[src/rtl/ebs_pkg.sv]
package ebs_pkg;
    typedef enum logic [2:0] {
        ST_IDLE,
        ST_SETUP,
        ST_STROBE,
        ST_HOLD,
        ST_RESP
    } ebs_state_e;

    localparam logic [1:0] SZ_BYTE = 2'd0;
    localparam logic [1:0] SZ_HALF = 2'd1;
    localparam logic [1:0] SZ_WORD = 2'd2;
endpackage

[src/rtl/ebs_decode.sv]
module ebs_decode
    import ebs_pkg::*;
#(
    parameter int                    REGION_TAG_W = 7,
    parameter logic [REGION_TAG_W-1:0] REGION_TAG = 7'h31
) (
    input  logic [31:0] addr,
    input  logic [1:0]  size,
    input  logic        wide,
    output logic        hit,
    output logic        bad_align,
    output logic [2:0]  n_acc,
    output logic [1:0]  ba_first
);
    always_comb begin
        hit = (addr[31 -: REGION_TAG_W] == REGION_TAG);
        unique case (size)
            SZ_BYTE: bad_align = 1'b0;
            SZ_HALF: bad_align = addr[0];
            SZ_WORD: bad_align = |addr[1:0];
            default: bad_align = 1'b1;
        endcase
        if (wide) begin
            n_acc    = (size == SZ_WORD) ? 3'd2 : 3'd1;
            ba_first = {addr[1], 1'b0};
        end else begin
            n_acc    = (size == SZ_WORD) ? 3'd4 : ((size == SZ_HALF) ? 3'd2 : 3'd1);
            ba_first = addr[1:0];
        end
    end
endmodule

[src/rtl/ebs_lane.sv]
module ebs_lane (
    input  logic        wide,
    input  logic        write,
    input  logic [1:0]  ba,
    input  logic [31:0] wdata,
    input  logic [3:0]  be,
    input  logic [15:0] din,
    input  logic [31:0] rdata_in,
    output logic [15:0] dout,
    output logic [1:0]  be_n,
    output logic [31:0] rdata_out
);
    always_comb begin
        rdata_out = rdata_in;
        if (wide) begin
            dout = wdata[{ba[1], 4'b0000} +: 16];
            be_n = write ? ~be[{ba[1], 1'b0} +: 2] : 2'b00;
            rdata_out[{ba[1], 4'b0000} +: 16] = din;
        end else begin
            dout = {8'h00, wdata[{ba, 3'b000} +: 8]};
            be_n = {1'b1, write ? ~be[ba] : 1'b0};
            rdata_out[{ba, 3'b000} +: 8] = din[7:0];
        end
    end
endmodule

[src/rtl/ext_bus_splitter.sv]
module ext_bus_splitter
    import ebs_pkg::*;
#(
    parameter int EXT_A_W      = 23,
    parameter int SETUP_CYC    = 1,
    parameter int STROBE_CYC   = 2,
    parameter int HOLD_CYC     = 1,
    parameter int REGION_TAG_W = 7,
    parameter logic [REGION_TAG_W-1:0] REGION_TAG = 7'h31
) (
    input  logic               clk,
    input  logic               rst_n,
    input  logic               cfg_asize,
    input  logic               req_valid,
    output logic               req_ready,
    input  logic [31:0]        req_addr,
    input  logic               req_write,
    input  logic [1:0]         req_size,
    input  logic [31:0]        req_wdata,
    input  logic [3:0]         req_be,
    output logic               rsp_valid,
    output logic               rsp_err,
    output logic [31:0]        rsp_rdata,
    output logic               ext_cs_n,
    output logic               ext_oe_n,
    output logic               ext_we_n,
    output logic [EXT_A_W-1:0] ext_a,
    output logic [1:0]         ext_ba,
    output logic [1:0]         ext_be_n,
    output logic [15:0]        ext_dout,
    input  logic [15:0]        ext_din
);
    localparam int MAX_PH = (SETUP_CYC > STROBE_CYC) ?
                            ((SETUP_CYC > HOLD_CYC) ? SETUP_CYC : HOLD_CYC) :
                            ((STROBE_CYC > HOLD_CYC) ? STROBE_CYC : HOLD_CYC);
    localparam int CNT_W = $clog2(MAX_PH + 1);
    localparam logic [CNT_W-1:0] SETUP_LD  = CNT_W'(SETUP_CYC - 1);
    localparam logic [CNT_W-1:0] STROBE_LD = CNT_W'(STROBE_CYC - 1);
    localparam logic [CNT_W-1:0] HOLD_LD   = CNT_W'(HOLD_CYC - 1);

    ebs_state_e          state_q, state_d;
    logic [CNT_W-1:0]    cnt_q, cnt_d;
    logic [2:0]          left_q, left_d;
    logic [1:0]          ba_q, ba_d;
    logic [EXT_A_W-1:0]  a_q, a_d;
    logic [31:0]         wdata_q, wdata_d;
    logic [3:0]          be_q, be_d;
    logic                write_q, write_d;
    logic                wide_q, wide_d;
    logic                err_q, err_d;
    logic [31:0]         rdata_q, rdata_d;

    logic       dec_hit, dec_bad;
    logic [2:0] dec_n;
    logic [1:0] dec_ba;
    logic [15:0] lane_dout;
    logic [1:0]  lane_be_n;
    logic [31:0] lane_rdata;
    logic        active;

    ebs_decode #(
        .REGION_TAG_W(REGION_TAG_W),
        .REGION_TAG  (REGION_TAG)
    ) decode_i (
        .addr     (req_addr),
        .size     (req_size),
        .wide     (cfg_asize),
        .hit      (dec_hit),
        .bad_align(dec_bad),
        .n_acc    (dec_n),
        .ba_first (dec_ba)
    );

    ebs_lane lane_i (
        .wide     (wide_q),
        .write    (write_q),
        .ba       (ba_q),
        .wdata    (wdata_q),
        .be       (be_q),
        .din      (ext_din),
        .rdata_in (rdata_q),
        .dout     (lane_dout),
        .be_n     (lane_be_n),
        .rdata_out(lane_rdata)
    );

    // next-state logic
    always_comb begin
        state_d = state_q;
        cnt_d   = cnt_q;
        left_d  = left_q;
        ba_d    = ba_q;
        a_d     = a_q;
        wdata_d = wdata_q;
        be_d    = be_q;
        write_d = write_q;
        wide_d  = wide_q;
        err_d   = err_q;
        rdata_d = rdata_q;
        unique case (state_q)
            ST_IDLE: begin
                if (req_valid) begin
                    rdata_d = 32'h0;
                    if (!dec_hit || dec_bad) begin
                        err_d   = 1'b1;
                        state_d = ST_RESP;
                    end else begin
                        err_d   = 1'b0;
                        wide_d  = cfg_asize;
                        left_d  = dec_n;
                        ba_d    = dec_ba;
                        a_d     = req_addr[EXT_A_W+1:2];
                        wdata_d = req_wdata;
                        be_d    = req_be;
                        write_d = req_write;
                        cnt_d   = SETUP_LD;
                        state_d = ST_SETUP;
                    end
                end
            end
            ST_SETUP: begin
                if (cnt_q == '0) begin
                    cnt_d   = STROBE_LD;
                    state_d = ST_STROBE;
                end else begin
                    cnt_d = cnt_q - 1'b1;
                end
            end
            ST_STROBE: begin
                if (cnt_q == '0) begin
                    if (!write_q) rdata_d = lane_rdata;
                    cnt_d   = HOLD_LD;
                    state_d = ST_HOLD;
                end else begin
                    cnt_d = cnt_q - 1'b1;
                end
            end
            ST_HOLD: begin
                if (cnt_q != '0) begin
                    cnt_d = cnt_q - 1'b1;
                end else if (left_q == 3'd1) begin
                    state_d = ST_RESP;
                end else begin
                    left_d  = left_q - 3'd1;
                    ba_d    = ba_q + (wide_q ? 2'd2 : 2'd1);
                    cnt_d   = SETUP_LD;
                    state_d = ST_SETUP;
                end
            end
            ST_RESP: state_d = ST_IDLE;
            default: state_d = ST_IDLE;
        endcase
    end

    // state register
    always_ff @(posedge clk or negedge rst_n) begin
        if (!rst_n) begin
            state_q <= ST_IDLE;
            cnt_q   <= '0;
            left_q  <= '0;
            ba_q    <= '0;
            a_q     <= '0;
            wdata_q <= '0;
            be_q    <= '0;
            write_q <= 1'b0;
            wide_q  <= 1'b0;
            err_q   <= 1'b0;
            rdata_q <= '0;
        end else begin
            state_q <= state_d;
            cnt_q   <= cnt_d;
            left_q  <= left_d;
            ba_q    <= ba_d;
            a_q     <= a_d;
            wdata_q <= wdata_d;
            be_q    <= be_d;
            write_q <= write_d;
            wide_q  <= wide_d;
            err_q   <= err_d;
            rdata_q <= rdata_d;
        end
    end

    // outputs
    always_comb begin
        active    = 1'b0;
        req_ready = 1'b0;
        rsp_valid = 1'b0;
        ext_oe_n  = 1'b1;
        ext_we_n  = 1'b1;
        unique case (state_q)
            ST_IDLE:   req_ready = 1'b1;
            ST_SETUP:  active = 1'b1;
            ST_STROBE: begin
                active   = 1'b1;
                ext_oe_n = write_q;
                ext_we_n = !write_q;
            end
            ST_HOLD:   active = 1'b1;
            ST_RESP:   rsp_valid = 1'b1;
            default:   req_ready = 1'b0;
        endcase
        ext_cs_n  = !active;
        ext_a     = a_q;
        ext_ba    = active ? ba_q : 2'b00;
        ext_be_n  = active ? lane_be_n : 2'b11;
        ext_dout  = lane_dout;
        rsp_err   = rsp_valid && err_q;
        rsp_rdata = rdata_q;
    end
endmodule

[config.mk]
export PLATFORM = sky130hd
export DESIGN_NAME = ext_bus_splitter
export DESIGN_NICKNAME = d
export VERILOG_FILES = /design/src/rtl/ebs_pkg.sv /design/src/rtl/ebs_decode.sv /design/src/rtl/ebs_lane.sv /design/src/rtl/ext_bus_splitter.sv
export SDC_FILE = /design/constraint.sdc
export NUM_CORES = 1
export LEC_CHECK = 0
export BUFFER_PORTS_ARGS = -buffer_cell sky130_fd_sc_hd__buf_2
export CORE_ASPECT_RATIO = 0.6
export CORE_MARGIN = 5
export CORE_UTILIZATION = 30
export DETAILED_ROUTE_END_ITERATION = 8
export PLACE_DENSITY = 0.52
export SYNTH_ARGS = -nofsm -noshare
export SYNTH_HDL_FRONTEND = slang
export SYNTH_SLANG_ARGS = --single-unit
[constraint.sdc]
create_clock -name clk -period 2.4 [get_ports clk]
set_input_delay 0.12 -clock clk [delete_from_list [all_inputs] [get_ports clk]]
set_output_delay 0.12 -clock clk [all_outputs]
set_load 0.05 [all_outputs]
-- After elaboration in Yosys (flattened, before gate mapping)
Cells that the tools add are included.
- logic and storage cells: 115
- memory bits (read-only): 0
- register bits: 104
- RAM bits: 0
- input port bits: 91
- output and inout port bits: 81
- latch bits: 0
- memories kept: 0
- $mul: 0
- shift-type cells: 7
- $lt $le $gt $ge: 1
- equality and inequality tests: 16
- reductions and logical operators: 20
- muxes and demuxes: 52
- div/mod/pow operators: 0
- bitwise logic cells: 3
- add/sub/neg operators: 5
- operator list (kind ; number):
    $mux 32 ; 4
    $bwmux 32 ; 2
    $pmux 32 s2 ; 1
    $mux 3 ; 12
    $mux 2 ; 17
    $shift 16x7->32 const A ; 1
    $shift 8x7->32 const A ; 1
    $shiftx 16x7->32 ; 1
    $shiftx 32x6->16 ; 1
    $shiftx 32x6->8 ; 1
    $shiftx 8x7->32 ; 1
    $mux 16 ; 1
    $ne 2x2->1 const B ; 7
    $neg 5->7 ; 2
    $pmux 3 s4 ; 1
    $reduce_and 4->1 ; 3
    $mux 1 ; 9
    $pmux 2 s4 ; 1
    $eq 7x6->1 const B ; 1
    $eq 3x1->1 const B ; 2
    $eq 3x2->1 const B ; 2
    $pmux 3 s2 ; 1
    $reduce_bool 2->1 ; 3
    $reduce_and 5->1 ; 1
    24 further kinds ; 28

-- Logic depth before layout (Yosys ltp)
Gate-level depths: netlist (run 1).
- depth after elaboration: 7
- mapped depth: 10

-- Modules after synthesis
Synthesis (run 1) repeated with hierarchy kept, for this count alone.
- cell total of the unflattened synthesis: 679
- area total of the unflattened synthesis: 5949.5 um^2
- by module, submodules not included (module ; seq. area each (um^2) ; cells each ; times used ; area each (um^2)):
    ext_bus_splitter ; 2602.5 ; 484 ; 1 ; 4331.7
    ebs_lane ; 0.0 ; 177 ; 1 ; 1478.9
    ebs_decode ; 0.0 ; 18 ; 1 ; 138.9

-- Worst setup path after synthesis (run 1)
Ideal clock, no wire load.
- path kind: register to output
- start point: register wide_q
- end point: output ext_be_n[0]
- setup slack: -0.160 ns
- required time: 2.280 ns
- buffers on the path: 2
- cell stages (with the launch flop): 6
- arrival time: 2.440 ns
- path through: dfrtp_1 buf_2 nand2b_1 buf_1 mux4_2 o21ai_0
- word-level cells in the longest chain between the ends: 2
- RTL lines (item ; line ; source):
    start, declared ; ext_bus_splitter.sv:49 ; logic wide_q, wide_d;
    start signal, assigned ; ext_bus_splitter.sv:178 ; wide_q <= wide_d;
    $mux 2 ; ebs_lane.sv:15 ; if (wide) begin
    $mux 2 ; ext_bus_splitter.sv:206 ; ext_be_n = active ? lane_be_n : 2'b11;
    end, declared ; ext_bus_splitter.sv:29 ; output logic [1:0] ext_be_n,
No other way between the ends.

-- Worst setup path in the final report (run 1)
- start point: register state_q[1]
- end point: register wdata_q[28]
- word-level cells in the longest chain between the ends: 2
- RTL lines (item ; line ; source):
    start, declared ; ext_bus_splitter.sv:41 ; ebs_state_e state_q, state_d;
    start signal, assigned ; ext_bus_splitter.sv:170 ; state_q <= state_d;
    $logic_not 3->1 ; ext_bus_splitter.sv:100 ; unique case (state_q)
    $reduce_and 3->1 (no line) ; -- ;
    end signal, assigned ; ext_bus_splitter.sv:175 ; wdata_q <= wdata_d;
    end, declared ; ext_bus_splitter.sv:46 ; logic [31:0] wdata_q, wdata_d;
No other way between the ends.
A chain may end at the register's enable or synchronous reset.

==> metrics.md, run 1 <==
| Metric | Value |
|---|---|
| Inserted Clock Buffers | 9 |
| Worst skew pair latency | 0.34 ns |
| Simple-gate share of the synthesized area | 7.54% |
| Worst slack at placement | 0.117 ns |
| CTS clock-pin slew for the worst setup and hold paths | 0.07 ns |
| Type of the worst setup path | reg2reg |
| Max frequency | 445 MHz |
| Drt first pass iters | 4 |
| YS warnings | 0 |
| CP Launch Type | flip-flop |
| Maxcap violations | 0 |
| Root Driver | clkbuf_16 |
| Die ar. | 19600 µm² |
| Layout area overhead | 37.0% |
| Post-synthesis cell area | 5040 µm² |
| LEAKAGE | 3.62 nW |
| Chip Width | 177 µm |
| CP arrival | 2.46 ns |
| Routability Congestion | 0.803 |
| #FFs+latches synth | 104 |
| Io pins | 172 |
| Adder-Cell Fraction of Synth Area | 2.98% |
| Async set-or-reset flop fraction in the synthesized netlist | 100% |
| Synthesized Nets | 484 |
| Ratio of cells with drive above 1 in the final layout | 49.2% |
| Setup Skew | 0.0104 ns |
| Residual DRC count | 0 |
| Fillers | 1608 |
| Setup violators final | 0 |
| Die height | 110 µm |
| First-pass GRT wire length | 23200 µm |
| Status | completed |
| Post-layout util | 42.2% |
| Setup repair after global routing missed its margin | false |
| Post-DP HPWL | 10700 µm |
| Hold Crit Class | in2reg |
| Post-DP Area | 6210 µm² |
| H-tree Lvls | 3 |
| Register cell area after layout | 2600 µm² |
| Multi-input logic area | 2300 µm² |
| Synth top area share | 51.6% |
| Synth Area in Compound Gates | 10.4% |
| Synth Area in XOR/XNOR | 0.521% |
| Post-synthesis cell type count | 52 |
| Worst slew pin tran | 0.737 ns |
| Final instance area | 6910 µm² |
| Maximum number of pins on one net before global-route repair | 55 |
| Mean Syn Cell Area | 13.2 µm² |
| Routed vias/inst | 4.71 |
| Slowest stage delay, CP | 0.50 ns |
| Largest family of logic cells by synthesized area | multiplexers |
| DR WL/cell | 17.0 µm |
| Peak supply drop | 0.000292 V |
| Setup slack after layout | 0.153 ns |
| CP endpoint kind | flip-flop |
| Tot GR Track Use | 14.6% |
| Nets | 702 |
| Fin crit period | 2.25 ns |
| Core area | 16400 µm² |
| Buffers on Ports | 171 |
| Post-synthesis sequential area ratio | 51.6% |
| Setup TNS | 0 ns |
| Post-CTS Setup Inserts | 0 |
| Total global routing overflow | 0 |
| CP cell instances | or3_1, clkinv_1, and3_2, buf_12, mux2_2 |
| Hold_buf cts | 38 |
| Max-slew headroom | 50.9% |
| Cells after synthesis | 381 |
| Deepest clock path buffer count | 2 |
| Post-route ant nets | 0 |
| Initial antenna violation count | 1 |
| Mux cell area share after synthesis | 24.0% |
| DR vias | 3922 |
| Synth area leaders | dfrtp_1 (52%), mux2_2 (18%), a22o_1 (5.6%) |
| Worst endpoint required time | 2.62 ns |
| Crit-path max FO | 46 |
| Starting Density | 30.8% |
| Vias in the first global route | 4331 |
| Top FF cell, synth | dfrtp_1 |
| Power Dens Cells | 714 nW/µm² |
| Yosys top cell by area | dfrtp_1 |
| Clk sink count | 104 |
| Max Slew Vio Count | 0 |
| CTS tree | built |
| Crit path max-delay cell type | dfrtp_1 |
| EDFF count, synth | 0 |
| Period utilization | 93.6% |
| Ant diodes | 0 |
| DR iter-0 viols | 163 |
| Row cnt | 36 |
| Drt total wl | 14200 µm |
| Fin. Hold Viols | 0 |
| Post-cts resize count | 0 |
| Overall power | 4.93 mW |
[placed cells by master, fill, tap and decap left out, drive strengths merged, types with 11 or more instances in the layout]
| cell type | Yosys | routed |
|---|---|---|
| inv | 11 | 15 |
| a22o | 32 | 32 |
| clkbuf | 3 | 11 |
| mux2 | 79 | 79 |
| dfrtp | 104 | 104 |
| mux2i | 12 | 12 |
| ha | 12 | 12 |
| buf | 15 | 184 |
| nand2 | 12 | 12 |
| nor2 | 17 | 17 |
| dlygate4sd3 | 0 | 41 |
[final timing paths]
kind,startpoint,end,slack [ns],cells past startpoint
worst max-delay path,state_q[1],wdata_q[28],0.15,5
worst min-delay path,req_addr[23],ext_a[21],0.01,2
worst max register to register,state_q[1],wdata_q[28],0.15,5
min in group asynchronous,rst_n,left_q[0],0.35,2
worst min register to register,err_q,err_q,0.50,2
max in group asynchronous,rst_n,wdata_q[20],1.31,3
[flip-flops by register name (all words and copies together), names as in the netlist]
signal and count:
ba_q 2, be_q 4, cnt_q 2, err_q 1, ext_a 23, left_q 3, rsp_rdata 32, state_q 3
wdata_q 32, wide_q 1, write_q 1
[Yosys cell counts (4+ instances only)]
cell type / count
a31oi_1: 4
dfrtp_1: 104
mux4_2: 9
inv_1: 11
ha_1: 12
nand2_1: 12
buf_2: 8
a21oi_1: 7
a22o_1: 32
nand3_1: 4
nor2_1: 17
buf_4: 6
o21ai_0: 5
mux2i_1: 12
nand2b_1: 5
mux2_2: 79
[routing by layer]
metal  global-route usage [%]  up-vias  wire, µm
li1                         -     1844         -
met1                     20.0     1928      6600
met2                     23.1      136      6350
met3                     4.47       12      1090
met4                     2.68        2       131
met5                        0        -         7
[critical path, delay by kind of cell (launching register included)]
kind	cells	cell delay [ns]
multiplexers	1	0.38
flip-flops	1	0.50
buffers and inverters	2	0.45
AND/OR/NAND/NOR	2	0.77
[through the flow]
stage	std cells	hold slack (ns)
after floorplan	381	-0.176
after global placement	775	0.223
after detailed placement	775	0.226
after CTS	829	0.000763
after global routing	832	0.00167
final	832	0.0145
[final cells by class]
cell class                      instances  share of cell area, %
Clock buffer                           11                   3.51
Clock inverter                          5                  0.652
Inverter                               12                  0.652
Multi-Input combinational cell        247                   33.2
Sequential cell                       104                   37.7
Tap cell                              228                   4.13
Timing Repair Buffer                  225                   20.1
[cells by family after synthesis]
logic type      after synthesis
fa+ha+maj                    12
flops                       104
mux                         100
xor+xnor                      3
simple gates                 66
buf+inv                      30
compound gates               66
[power by group]
part           switching (mW)  total [mW]  internal [mW]
logic                   0.968        1.56          0.595
registers              0.0848        1.92           1.84
clock network           0.691        1.44          0.753
Note: power is estimated with default switching activity, not from simulation.
==> run 2, diff against run 1 <==
--- a/config.mk
+++ b/config.mk
@@ -6,11 +6,13 @@
 export NUM_CORES = 1
 export LEC_CHECK = 0
 export BUFFER_PORTS_ARGS = -buffer_cell sky130_fd_sc_hd__buf_2
+export CELL_PAD_IN_SITES_DETAIL_PLACEMENT = 2
+export CELL_PAD_IN_SITES_GLOBAL_PLACEMENT = 2
 export CORE_ASPECT_RATIO = 0.6
 export CORE_MARGIN = 5
-export CORE_UTILIZATION = 30
+export CORE_UTILIZATION = 29
 export DETAILED_ROUTE_END_ITERATION = 8
-export PLACE_DENSITY = 0.52
+export PLACE_DENSITY = 0.74
 export SYNTH_ARGS = -nofsm -noshare
 export SYNTH_HDL_FRONTEND = slang
 export SYNTH_SLANG_ARGS = --single-unit
==> metrics.md, run 2 (synthesis results as in run 1) <==
| Metric | Value |
|---|---|
| Status | completed |
| Routed vias/inst | 4.91 |
| Hold Path Origin | req_wdata[12] |
| Setup repair after global routing missed its margin | false |
| Setup Skew | 0.00752 ns |
| Root Driver | clkbuf_16 |
| Total global routing overflow | 0 |
| Routability Congestion | 0.803 |
| Inserted Clock Buffers | 9 |
| Initial antenna violation count | 1 |
| Die ar. | 20200 µm² |
| Worst slew pin tran | 0.645 ns |
| Ratio of cells with drive above 1 in the final layout | 49.7% |
| DR iter-0 viols | 142 |
| Max-slew headroom | 56.8% |
| Maximum number of pins on one net before global-route repair | 72 |
| Global Route met1 Usage | 22.4% |
| Io pins | 172 |
| Nets | 691 |
| Largest delay share family, worst path | buffers and inverters |
| Crit-path max FO | 18 |
| DR vias | 4058 |
| Power Dens Cells | 735 nW/µm² |
| CP cell instances | buf_4, mux4_2, buf_2 |
| CP arrival | 2.16 ns |
| Layout area overhead | 35.2% |
| Post-layout util | 39.9% |
| Core area | 17100 µm² |
| CTS tree | built |
| Vias in the first global route | 4627 |
| Commonest cells after routing, fill and taps aside | buf_2 (170), dfrtp_1 (104), mux2_2 (79), dlygate4sd3_1 (33), a22o_1 (32) |
| CTS clock-pin slew for the worst setup and hold paths | 0.08 ns |
| Worst skew pair latency | 0.35 ns |
| Setup TNS | 0 ns |
| CP Launch Type | flip-flop |
| Buf/Inv on CP | 2 |
| Crit path max-delay cell type | mux4_2 |
| Met2 Use GR | 28.1% |
| Drt total wl | 17100 µm |
| Type of the worst setup path | reg2out |
| Buffers on Ports | 171 |
| GR peak layer | met2 |
| Maxcap violations | 0 |
| Max Slew Vio Count | 0 |
| Die height | 112 µm |
| Starting Density | 29.5% |
| Chip Width | 180 µm |
| Fin crit period | 2.28 ns |
| GRT met3 Usage | 5.08% |
| Row cnt | 37 |
| Drt first pass iters | 4 |
| Post-CTS Setup Inserts | 0 |
| Deepest clock path buffer count | 2 |
| First-pass GRT wire length | 27500 µm |
| Setup violators final | 0 |
| WHS | 0.00420 ns |
| Post-route ant nets | 0 |
| Period utilization | 95.0% |
| Worst Setup SP | ba_q[1] |
| Fin. Hold Viols | 0 |
| H-tree Lvls | 3 |
| Ant diodes | 0 |
| Slowest stage delay, CP | 0.60 ns |
| FF-to-FF Start | state_q[2] |
| Most common cell after layout, fill and taps aside | buf_2 |
| Tot GR Track Use | 17.0% |
| CP endpoint kind | primary output |
| Max frequency | 438 MHz |
| Post-DP HPWL | 12500 µm |
| Worst endpoint required time | 2.28 ns |
| DR WL/cell | 20.6 µm |
| Hold Crit Class | in2reg |
| Residual DRC count | 0 |
| Clk sink count | 104 |
| LEAKAGE | 3.60 nW |
| Peak supply drop | 0.000322 V |
-- run 2: path summary, 6_finish.rpt --
path | end | slack (ns) | cells past startpoint
min in group asynchronous | wdata_q[20] | 0.26 | 2
max | ext_dout[7] | 0.12 | 3
min | wdata_q[12] | 0.004 | 2
max reg2reg | ext_a[15] | 0.12 | 5
max in group asynchronous | ext_a[20] | 1.33 | 3
min reg2reg | rsp_rdata[31] | 0.51 | 1
-- run 2: where the power goes --
group | switching (mW) | internal (mW) | leakage, nW | total [mW]
sequential | 0.123 | 1.84 | 1.43 | 1.96
clock | 0.726 | 0.753 | 0.143 | 1.48
combinational | 0.989 | 0.581 | 2.02 | 1.57
total | 1.84 | 3.17 | 3.60 | 5.01
-- run 2: through the flow --
step                cell area [µm²]  total power, mW  instances  setup WS (ns)
floorplan                      5040             3.04        381         0.0323
global placement               6190             3.46        778          0.228
detailed placement             6190             3.54        778          0.178
CTS                            6810             5.09        826         0.0822
global route                   6820             5.28        826         0.0122
finish                         6820             5.01        826          0.119
-- run 2: worst reg2reg max path: cells and delay by family, from the launching register on --
| kind | cells | cell delay [ns] |
|---|---|---|
| simple gates | 2 | 0.68 |
| flops | 1 | 0.52 |
| mux | 1 | 0.45 |
| buf+inv | 2 | 0.51 |
-- run 2: layer usage --
layer	wire (µm)	part of all wire [%]
met2	8140	48
met1	7840	46
met3	911	5.3
met5	13	0.076
met4	154	0.90
-- run 2: layout make-up --
cell class                      instances  area, µm²
Fill cell                            1761      10300
Sequential cell                       104       2600
Multi-Input combinational cell        247       2300
Timing Repair Buffer                  214       1290
Tap cell                              234        293
Clock buffer                           10        239
Clock inverter                          5       48.8
Inverter                               12       45.0
-- run 2: what timing repair did --
action	in CTS	in global routing
hold endpoints to repair	65	0
setup endpoints to repair	0	7
hold buffers	33	0
resized for setup	0	1
==> run 3, diff against run 2 <==
--- a/config.mk
+++ b/config.mk
@@ -6,7 +6,7 @@
 export NUM_CORES = 1
 export LEC_CHECK = 0
 export BUFFER_PORTS_ARGS = -buffer_cell sky130_fd_sc_hd__buf_2
-export CELL_PAD_IN_SITES_DETAIL_PLACEMENT = 2
+export CELL_PAD_IN_SITES_DETAIL_PLACEMENT = 0
 export CELL_PAD_IN_SITES_GLOBAL_PLACEMENT = 2
 export CORE_ASPECT_RATIO = 0.6
 export CORE_MARGIN = 5
==> metrics.md, run 3 (synthesis results as in run 1) <==
| Metric | Value |
|---|---|
| CP cell instances | or3_1, clkinv_1, and3_2, buf_12, mux2_2 |
| Crit path max-delay cell type | dfrtp_1 |
| Fin. Hold Viols | 0 |
| Setup slack after layout | 0.176 ns |
| Worst skew pair latency | 0.34 ns |
| Most common cell after layout, fill and taps aside | buf_2 |
| Peak supply drop | 0.000320 V |
| Deepest clock path buffer count | 2 |
| Max frequency | 450 MHz |
| Row cnt | 37 |
| Residual DRC count | 0 |
| Ant diodes | 0 |
| Root Driver | clkbuf_16 |
| Type of the worst setup path | reg2reg |
| Nets | 700 |
| Drt total wl | 14600 µm |
| Setup Skew | 0.00425 ns |
| Core area | 17100 µm² |
| Power Dens Cells | 718 nW/µm² |
| Period utilization | 92.7% |
| Layout area overhead | 36.9% |
| Total global routing overflow | 0 |
| Ratio of cells with drive above 1 in the final layout | 48.9% |
| Die ar. | 20200 µm² |
| First-pass GRT wire length | 24000 µm |
| DR WL/cell | 17.5 µm |
| Vias in the first global route | 4233 |
| Post-DP Area | 6190 µm² |
| Max-slew headroom | 62.6% |
| Largest delay share family, worst path | simple AND/OR/NAND/NOR gates |
| Fin crit period | 2.22 ns |
| CP arrival | 2.46 ns |
| Maximum number of pins on one net before global-route repair | 72 |
| Slowest stage delay, CP | 0.50 ns |
| Post-route ant nets | 0 |
| Setup repair after global routing missed its margin | false |
| Worst slew pin tran | 0.560 ns |
| Post-layout util | 40.4% |
| Routed vias/inst | 4.70 |
| CTS clock-pin slew for the worst setup and hold paths | 0.07 ns |
| Setup TNS | 0 ns |
| Max Slew Vio Count | 0 |
| Io pins | 172 |
| Hold Path Origin | req_addr[22] |
| Die height | 112 µm |
| Buffers on Ports | 171 |
| CP Launch Type | flip-flop |
| Tot GR Track Use | 14.7% |
| Setup violators final | 0 |
| Chip Width | 180 µm |
| WHS | 0.0133 ns |
| Hold Crit Class | in2reg |
| Buf/Inv on CP | 2 |
| Status | completed |
| Routability Congestion | 0.803 |
| Worst Setup SP | state_q[2] |
| CP endpoint kind | flip-flop |
| DR iter-0 viols | 232 |
| Starting Density | 29.5% |
| H-tree Lvls | 3 |
| LEAKAGE | 3.62 nW |
| DR vias | 3927 |
| Inserted Clock Buffers | 9 |
| Initial antenna violation count | 1 |
| Commonest cells after routing, fill and taps aside | buf_2 (170), dfrtp_1 (104), mux2_2 (79), dlygate4sd3_1 (42), a22o_1 (32) |
| Maxcap violations | 0 |
| Crit-path max FO | 62 |
| Drt first pass iters | 4 |
| Post-DP HPWL | 10700 µm |
| Worst endpoint required time | 2.63 ns |
| FF-to-FF Start | state_q[2] |
| Final instance area | 6900 µm² |
| Clk sink count | 104 |
| CTS tree | built |
| Worst slack at placement | 0.215 ns |
## run 3: cell types whose count changed in the layout (fill, tap and decap cells not counted), sizes merged
cell,before,now
clkinv,2,1
dlygate4sd3,33,42
inv,15,16
## run 3: path summary, 6_finish.rpt
check                                    to  slack, ns  cells after the start
max in group asynchronous        wdata_q[7]       1.34                      3
worst min-delay path              ext_a[20]       0.01                      2
worst max-delay path              ext_a[11]       0.18                      5
min in group asynchronous       wdata_q[20]       0.27                      2
worst max register to register    ext_a[11]       0.18                      5
worst min register to register  wdata_q[21]       0.51                      1
## run 3: cell type report
cell class | count | area, µm²
repair buffers | 223 | 1380
multi-input cells | 247 | 2300
well taps | 234 | 293
flip-flops and latches | 104 | 2600
inverters | 12 | 45.0
clock inverters | 5 | 46.3
fillers | 1649 | 10200
clock buffers | 10 | 239
## run 3: worst reg2reg max path, delay by kind of cell, from the launching register on
| kind | cells | cell delay [ns] |
|---|---|---|
| flops | 1 | 0.50 |
| mux | 1 | 0.43 |
| buf+inv | 2 | 0.52 |
| simple gates | 2 | 0.67 |
## run 3: metrics by stage
| step | std cells | power, mW |
|---|---|---|
| 3_3_place_gp | 778 | 3.46 |
| 4_1_cts | 834 | 5.04 |
| 2_1_floorplan | 381 | 3.04 |
| 6_report | 835 | 4.95 |
| 5_1_grt | 835 | 5.26 |
| 3_5_place_dp | 778 | 3.49 |
## run 3: power by group
part           switching [mW]  total [mW]  internal [mW]
registers               0.119        1.96           1.84
clock network           0.697        1.45          0.750
logic                   0.956        1.55          0.593
total                    1.77        4.95           3.18
## run 3: what timing repair did
action / 4_1_cts / 5_1_grt
endpoints found under the hold margin: 73 / 1
resized for setup: 0 / 1
buffers inserted: 0 / 0
hold buffers: 41 / 1
setup endpoints to repair: 0 / 1
## run 3: layer usage
metal  share of wire, %  track usage [%]
met1                 48             20.9
met2                 46             22.4
met3                6.2             4.50
met4               0.58             2.57
met5              0.075                0
